## src/rtl/xbg_pkg.sv

```systemverilog
package xbg_pkg;
   typedef enum logic [1:0] {
      ST_IDLE  = 2'd0,
      ST_WAIT  = 2'd1,
      ST_GRANT = 2'd2,
      ST_REL   = 2'd3
   } arb_state_e;
endpackage

```

## src/rtl/xbg_req_sync.sv

```systemverilog
module xbg_req_sync #(
   parameter int STAGES = 2
) (
   input  logic clk,
   input  logic req_n_i,
   output logic req_o
);
   localparam int LAST = STAGES - 1;

   logic [LAST:0] stg;

   // Each stage powers up in the "no request" level so the chain is
   // defined from time zero without depending on reset.
   for (genvar s = 0; s < STAGES; s++) begin : g_stage
      logic q = 1'b1;
      if (s == 0) begin : g_first
         always_ff @(posedge clk) q <= req_n_i;
      end else begin : g_next
         always_ff @(posedge clk) q <= stg[s-1];
      end
      assign stg[s] = q;
   end

   assign req_o = ~stg[LAST];
endmodule

```

## src/rtl/xbg_fsm.sv

```systemverilog
module xbg_fsm
   import xbg_pkg::*;
#(
   parameter bit PAIR_SPLIT = 1'b1
) (
   input  logic       clk,
   input  logic       rst_n,
   input  logic       req_s,
   input  logic       acc_busy,
   input  logic       acc_end,
   input  logic       acc_pair_first,
   output arb_state_e state,
   output logic       grant_nxt
);
   arb_state_e state_q = ST_IDLE;
   arb_state_e nxt;
   logic       busy_g;
   logic       end_g;
   logic       end_ok;

   // Core activity is meaningless while the chip is in reset.
   assign busy_g = acc_busy & rst_n;
   assign end_g  = acc_end  & rst_n;

   if (PAIR_SPLIT) begin : g_split
      assign end_ok = end_g;
   end else begin : g_hold
      assign end_ok = end_g & ~acc_pair_first;
   end

   always_comb begin
      nxt = state_q;
      unique case (state_q)
         ST_IDLE: begin
            if (req_s) nxt = (!busy_g || end_ok) ? ST_GRANT : ST_WAIT;
         end
         ST_WAIT: begin
            if (!req_s)                nxt = ST_IDLE;
            else if (!busy_g || end_ok) nxt = ST_GRANT;
         end
         ST_GRANT: begin
            if (!req_s) nxt = ST_REL;
         end
         ST_REL: nxt = ST_IDLE;
         default: nxt = ST_IDLE;
      endcase
   end

   always_ff @(posedge clk) begin
      if (!rst_n) state_q <= req_s ? ST_GRANT : ST_IDLE;
      else        state_q <= nxt;
   end

   assign state     = state_q;
   assign grant_nxt = rst_n ? (nxt == ST_GRANT) : req_s;


   no_grant_mid_access_chk: assert property (@(posedge clk) disable iff (!rst_n)
      ((state_q == ST_IDLE || state_q == ST_WAIT) && acc_busy && !acc_end)
      |=> (state_q != ST_GRANT));


   release_to_idle_chk: assert property (@(posedge clk) disable iff (!rst_n)
      (state_q == ST_REL) |=> (state_q == ST_IDLE));


   wait_abort_chk: assert property (@(posedge clk) disable iff (!rst_n)
      (state_q == ST_WAIT && !req_s) |=> (state_q == ST_IDLE));

   if (!PAIR_SPLIT) begin : g_pair_chk

      pair_hold_chk: assert property (@(posedge clk) disable iff (!rst_n)
         (state_q != ST_GRANT && acc_busy && acc_end && acc_pair_first)
         |=> (state_q != ST_GRANT));
   end
endmodule

```

## src/rtl/xbg_drv.sv

```systemverilog
module xbg_drv (
   input  logic clk,
   input  logic rst_n,
   input  logic grant_nxt,
   input  logic acc_req,
   input  logic go_mode,
   output logic bg_n,
   output logic bus_oe,
   output logic core_halt,
   output logic bg_hung_n
);
   logic grant_q = 1'b0;
   logic oe_q    = 1'b1;

   always_ff @(posedge clk) begin
      grant_q <= grant_nxt;
      oe_q    <= ~grant_nxt;
   end

   assign bg_n      = ~grant_q;
   assign bus_oe    = oe_q;
   assign core_halt = grant_q & (~go_mode | acc_req);
   assign bg_hung_n = ~(grant_q & acc_req);


   halt_no_go_chk: assert property (@(posedge clk) disable iff (!rst_n)
      (!go_mode && !bg_n) |-> core_halt);


   halt_go_chk: assert property (@(posedge clk) disable iff (!rst_n)
      (go_mode && !acc_req) |-> !core_halt);


   hung_needs_grant_chk: assert property (@(posedge clk) disable iff (!rst_n)
      !bg_hung_n |-> (!bg_n && acc_req));
endmodule

```

## src/rtl/ext_bus_grant_arbiter.sv

```systemverilog
module ext_bus_grant_arbiter
   import xbg_pkg::*;
#(
   parameter int SYNC_STAGES = 2,
   parameter bit PAIR_SPLIT  = 1'b1
) (
   input  logic clk,
   input  logic rst_n,
   input  logic br_n,
   input  logic acc_req,
   input  logic acc_busy,
   input  logic acc_end,
   input  logic acc_pair_first,
   input  logic go_mode,
   output logic bg_n,
   output logic bg_hung_n,
   output logic bus_oe,
   output logic core_halt
);
   if (SYNC_STAGES < 2) begin : g_bad_sync
      $error("SYNC_STAGES must be at least 2");
   end

   logic       req_s;
   logic       grant_nxt;
   arb_state_e state;

   xbg_req_sync #(.STAGES(SYNC_STAGES)) u_sync (
      .clk     (clk),
      .req_n_i (br_n),
      .req_o   (req_s)
   );

   xbg_fsm #(.PAIR_SPLIT(PAIR_SPLIT)) u_fsm (
      .clk            (clk),
      .rst_n          (rst_n),
      .req_s          (req_s),
      .acc_busy       (acc_busy),
      .acc_end        (acc_end),
      .acc_pair_first (acc_pair_first),
      .state          (state),
      .grant_nxt      (grant_nxt)
   );

   xbg_drv u_drv (
      .clk       (clk),
      .rst_n     (rst_n),
      .grant_nxt (grant_nxt),
      .acc_req   (acc_req),
      .go_mode   (go_mode),
      .bg_n      (bg_n),
      .bus_oe    (bus_oe),
      .core_halt (core_halt),
      .bg_hung_n (bg_hung_n)
   );


   grant_oe_excl_chk: assert property (@(posedge clk) disable iff (!rst_n)
      !(!bg_n && bus_oe));


   grant_tracks_state_chk: assert property (@(posedge clk) disable iff (!rst_n)
      (state == ST_GRANT) == !bg_n);


   grant_after_req_chk: assert property (@(posedge clk) disable iff (!rst_n)
      $fell(bg_n) |-> $past(req_s));


   release_follows_req_chk: assert property (@(posedge clk) disable iff (!rst_n)
      $rose(bg_n) |-> !$past(req_s));
endmodule

```

## config.mk

```make
export PLATFORM = sky130hd
export DESIGN_NAME = ext_bus_grant_arbiter
export DESIGN_NICKNAME = d
export VERILOG_FILES = /design/src/rtl/xbg_pkg.sv /design/src/rtl/xbg_req_sync.sv /design/src/rtl/xbg_fsm.sv /design/src/rtl/xbg_drv.sv /design/src/rtl/ext_bus_grant_arbiter.sv
export SDC_FILE = /design/constraint.sdc
export NUM_CORES = 1
export LEC_CHECK = 0
export CORE_AREA = 10 10 47 49
export CTS_CLUSTER_SIZE = 8
export DETAILED_ROUTE_END_ITERATION = 8
export DIE_AREA = 0 0 57 59
export PLACE_DENSITY = 0.47
export SLEW_MARGIN = 25
export SYNTH_ARGS = -nofsm -noshare
export SYNTH_HDL_FRONTEND = slang
export SYNTH_SLANG_ARGS = --single-unit
```

## constraint.sdc

```tcl
create_clock -name clk -period 2.1 [get_ports clk]
set_input_delay 0.315 -clock clk [delete_from_list [all_inputs] [get_ports clk]]
set_output_delay 0.315 -clock clk [all_outputs]
set_load 0.05 [all_outputs]
```

# ---- Word level (Yosys, flattened, before mapping)
# Index checks and enable logic that the tools add are counted.
dict set report totals {
  regBits 6
  inputBits 8
  output_inout_bits 4
  wordCells 31
}
dict set report op_classes {
  n_eq_ne 4
  muxes 9
  bitwise 10
  reduce_logical 3
}
# op n
set ops {}
lappend ops {{2-to-1 mux 2 bit} 7}
lappend ops {{one-hot mux 2 bit (4 select lines)} 1}
lappend ops {{equality test 2 bit (second input constant)} 3}
lappend ops {{inverter 1 bit} 5}
lappend ops {{bitwise AND 1 bit} 4}
lappend ops {{equality test 2 x 1 -> 1 bit (second input constant)} 1}
lappend ops {{logical NOT 2 bit} 1}
lappend ops {{logical NOT 1 bit} 1}
lappend ops {{logical OR 1 bit} 1}
lappend ops {{2-to-1 mux 1 bit} 1}
lappend ops {{OR 1 bit} 1}

# ---- Depth between registers and ports, before layout
dict set report depth {
  word_depth 9
  depth_mapped 2
  mapped_depth_nobuf 2
}

# ---- Hierarchy
# A second synthesis with hierarchy kept.
dict set report hier_totals {
  cells_unflattened 22
  hier_area_um2 224.0
}
# module n_inst cells_per_inst area_each_um2 seq_area_each_um2
set modules_own_cells {}
lappend modules_own_cells {xbg_fsm 1 12 116.4 40.0}
lappend modules_own_cells {xbg_drv 1 7 63.8 40.0}
lappend modules_own_cells {xbg_req_sync 1 3 43.8 40.0}

# ---- Worst setup path after synthesis
# Ideal clock, no wire load.
dict set report synth_path {
  kind {reg-to-output}
  start {register u_drv.grant_q}
  end {output port core_halt}
  t_arrival_ns 1.352
  required_ns 1.785
  setup_slack_ns 0.433
  stages_incl_launch_ff 3
  path_buffers 0
  path_cell_list {dfxtp_1 -> inv_1 -> a21oi_1}
}
dict set report synth_via {
  elab_chain_len 1
}
# element line_no
set synth_lines {}
lappend synth_lines {{start: declaration} xbg_drv.sv:12} ;# logic grant_q = 1'b0;
lappend synth_lines {{start signal: assignment} xbg_drv.sv:16} ;# grant_q <= grant_nxt;
lappend synth_lines {{bitwise AND 1 bit} xbg_drv.sv:22} ;# assign core_halt = grant_q & (~go_mode | acc_req);
lappend synth_lines {{end: declaration} ext_bus_grant_arbiter.sv:18} ;# output logic core_halt
# Every way passes these cells.

# ---- Worst setup path in the final report
dict set report layout_path {
  start {register u_drv.grant_q}
  end {output port bg_n}
}
dict set report layout_via {
  elab_chain_len 1
}
# element line_no
set layout_lines {}
lappend layout_lines {{inverter 1 bit} xbg_drv.sv:20} ;# assign bg_n = ~grant_q;
lappend layout_lines {{end: declaration} ext_bus_grant_arbiter.sv:15} ;# output logic bg_n,
# Every way passes these cells.

==> impl_metrics.ini <==
[global_route]
grt_pass1_vias = 221
grt_pass1_wl_um = 883
grt.total_usage_pct = 3.85
antenna_found_initial = 0
grt_overflow_total = 0
grt_max_degree = 8

[clocking]
cts.sinks = 6
clk_pin_slew_ns = 0.04
clkLatencyLatePin_ns = 0.24
cts_tree = yes
cts-root-buf = clkbuf_4
hold_buffers = 0
post_cts_buffers = 0
cts.path.max_buffers = 2
cts_resized = 0
cts_htree_levels = 1
cts_buffers = 3

[timing]
rsz0062_at_grt = no
fin_crit_sh_pct = 82.6
fin_tns_setup_ns = 0
drv_slew = 0
finalSetupViolations = 0
fin_crit_ns = 1.74
relSlewSlack_pct = 66.4
tightest_slew_ns = 0.503
whs_ns = 0.326
hold_viol = 0
fin_worst_skew_ns = 0.00188
max_freq_ghz = 0.576

[detailed_routing]
num_vias = 214
wl_per_cell_um = 10.8
totalWireLength_um = 530
ant_nets = 0
drc = 0
drt_iter0_markers = 2
drt_first_pass_iters = 2
vias_per_cell = 4.37

[worst_setup_path]
timing.rr.start = u_fsm.state[1]$_DFF_P_
critPathMaxFanout = 2
end_kind = output pin
critical_path_required_ns = 1.78
startpoint = u_drv.grant_q$_DFF_P_
critPathLaunchType = flip-flop
rr_worst_depth = 2
arrival_ns = 1.42
reg2reg_setup_slack_ns = 1.02
cp-endpoint = bg_n
timing.rr.end = u_fsm.state[0]$_SDFF_PN0_
path_class = flip-flop to output pin

[run]
maxCapViolCount = 0

[power]
power_density_nw_per_um2 = 816
vdd_drop_max_v = 0.000256
p_leak_nw = 0.148

[floorplanning]
initial_core_util_pct = 15.8
die_x_um = 57
design.die.area_um2 = 3360
rows = 14
core_um2 = 1400
ioPinCount = 12
die_h_um = 59

[yosys]
synth_warnings = 0
ys_types = 13
syn-num-nets = 28
synth_area_um2 = 221
seq_area_frac_synth_pct = 54.2
ys_ff_latch = 6
syn_inst = 20
syn_avg_cell_area_um2 = 11.1

[placed_design]
port_buffers = 10
gp_congestion = 0.632

[outcome]
status = completed

[layout]
final_cell_mix = 8 x clkdlybuf4s50_1, 6 x dfxtp_1, 3 x clkbuf_4, 2 x inv_1, 2 x nand3b_1
drive_above_1_share_pct = 15.2
final_common_cell = clkdlybuf4s50_1
fin_util_pct = 26.5
antennaDiodeCount = 0
finalNetCount = 43
area_growth_pct = 67.8

[hold_path]
hold_class = flip-flop to flip-flop
-- report_power, final --
part	switching (mW)	internal (mW)	total, mW
clock network	0.0402	0.0645	0.105
logic	0.0335	0.0323	0.0658
registers	0.00843	0.124	0.133
total	0.0822	0.221	0.303
-- synth_stat cells, drive strengths merged --
cell type | count | area, um^2
or2 | 1 | 6.26
dfxtp | 6 | 120
or4b | 1 | 10.0
inv | 2 | 7.51
o221ai | 1 | 8.76
a311oi | 1 | 8.76
a311o | 1 | 10.0
and4bb | 1 | 12.5
nor2b | 1 | 6.26
nand2 | 1 | 3.75
nand3b | 2 | 15.0
a21boi | 1 | 7.51
a21oi | 1 | 5.00
-- cell type report --
class | count | area, um^2
clock buffer | 3 | 22.5
fill | 153 | 1030
inverter | 2 | 7.51
multi-input combinational | 12 | 93.8
sequential | 6 | 120
tap | 16 | 20.0
timing repair buffer | 10 | 108
-- critical path: stages (launching register included) --
cell,delay [ns]
dfxtp_1,0.30
inv_1,0.07
clkdlybuf4s50_1,0.80
-- worst min-delay path by stage --
stage                                     start                     endpoint  depth (start not counted)  slack [ns]
finish              u_sync.g_stage[0].q$_DFF_P_  u_sync.g_stage[1].q$_DFF_P_                          0        0.33
global route        u_sync.g_stage[0].q$_DFF_P_  u_sync.g_stage[1].q$_DFF_P_                          0        0.35
CTS                 u_sync.g_stage[0].q$_DFF_P_  u_sync.g_stage[1].q$_DFF_P_                          0        0.33
detailed placement  u_sync.g_stage[0].q$_DFF_P_  u_sync.g_stage[1].q$_DFF_P_                          0        0.32
global placement    u_sync.g_stage[0].q$_DFF_P_  u_sync.g_stage[1].q$_DFF_P_                          0        0.31
floorplan           u_sync.g_stage[0].q$_DFF_P_  u_sync.g_stage[1].q$_DFF_P_                          0        0.31
-- state kept, by name, summed over array words and instances (netlist names) --
| signal | flops |
|---|---|
| u_drv.grant_q | 1 |
| u_drv.bus_oe | 1 |
| u_fsm.state | 2 |
| u_sync.g_stage.q | 2 |
-- cell families after synthesis --
kind of cell | after synthesis | share of synthesized area (%)
AOI/OAI and AO/OA | 5 | 18.1
and+or+nand+nor | 7 | 24.3
buffers and inverters | 2 | 3.39
DFF | 6 | 54.2
-- layer usage --
layer	track usage [%]	vias up	wire length (um)
met1	3.10	94	244
met3	3.43	4	66
met2	4.50	13	189
met4	6.04	0	29
met5	0	-	0
li1	-	103	-
-- metrics by stage --
stage / instances / total power [mW] / cell area, um^2 / setup WS [ns]
after detailed placement: 46 / 0.201 / 349 / 0.520
after global placement: 46 / 0.199 / 349 / 0.554
after global routing: 49 / 0.318 / 372 / 0.307
final: 49 / 0.303 / 372 / 0.365
after CTS: 49 / 0.313 / 372 / 0.350
after floorplan: 20 / 0.168 / 221 / 0.433
No activity file was read; power rests on OpenSTA's default activity.
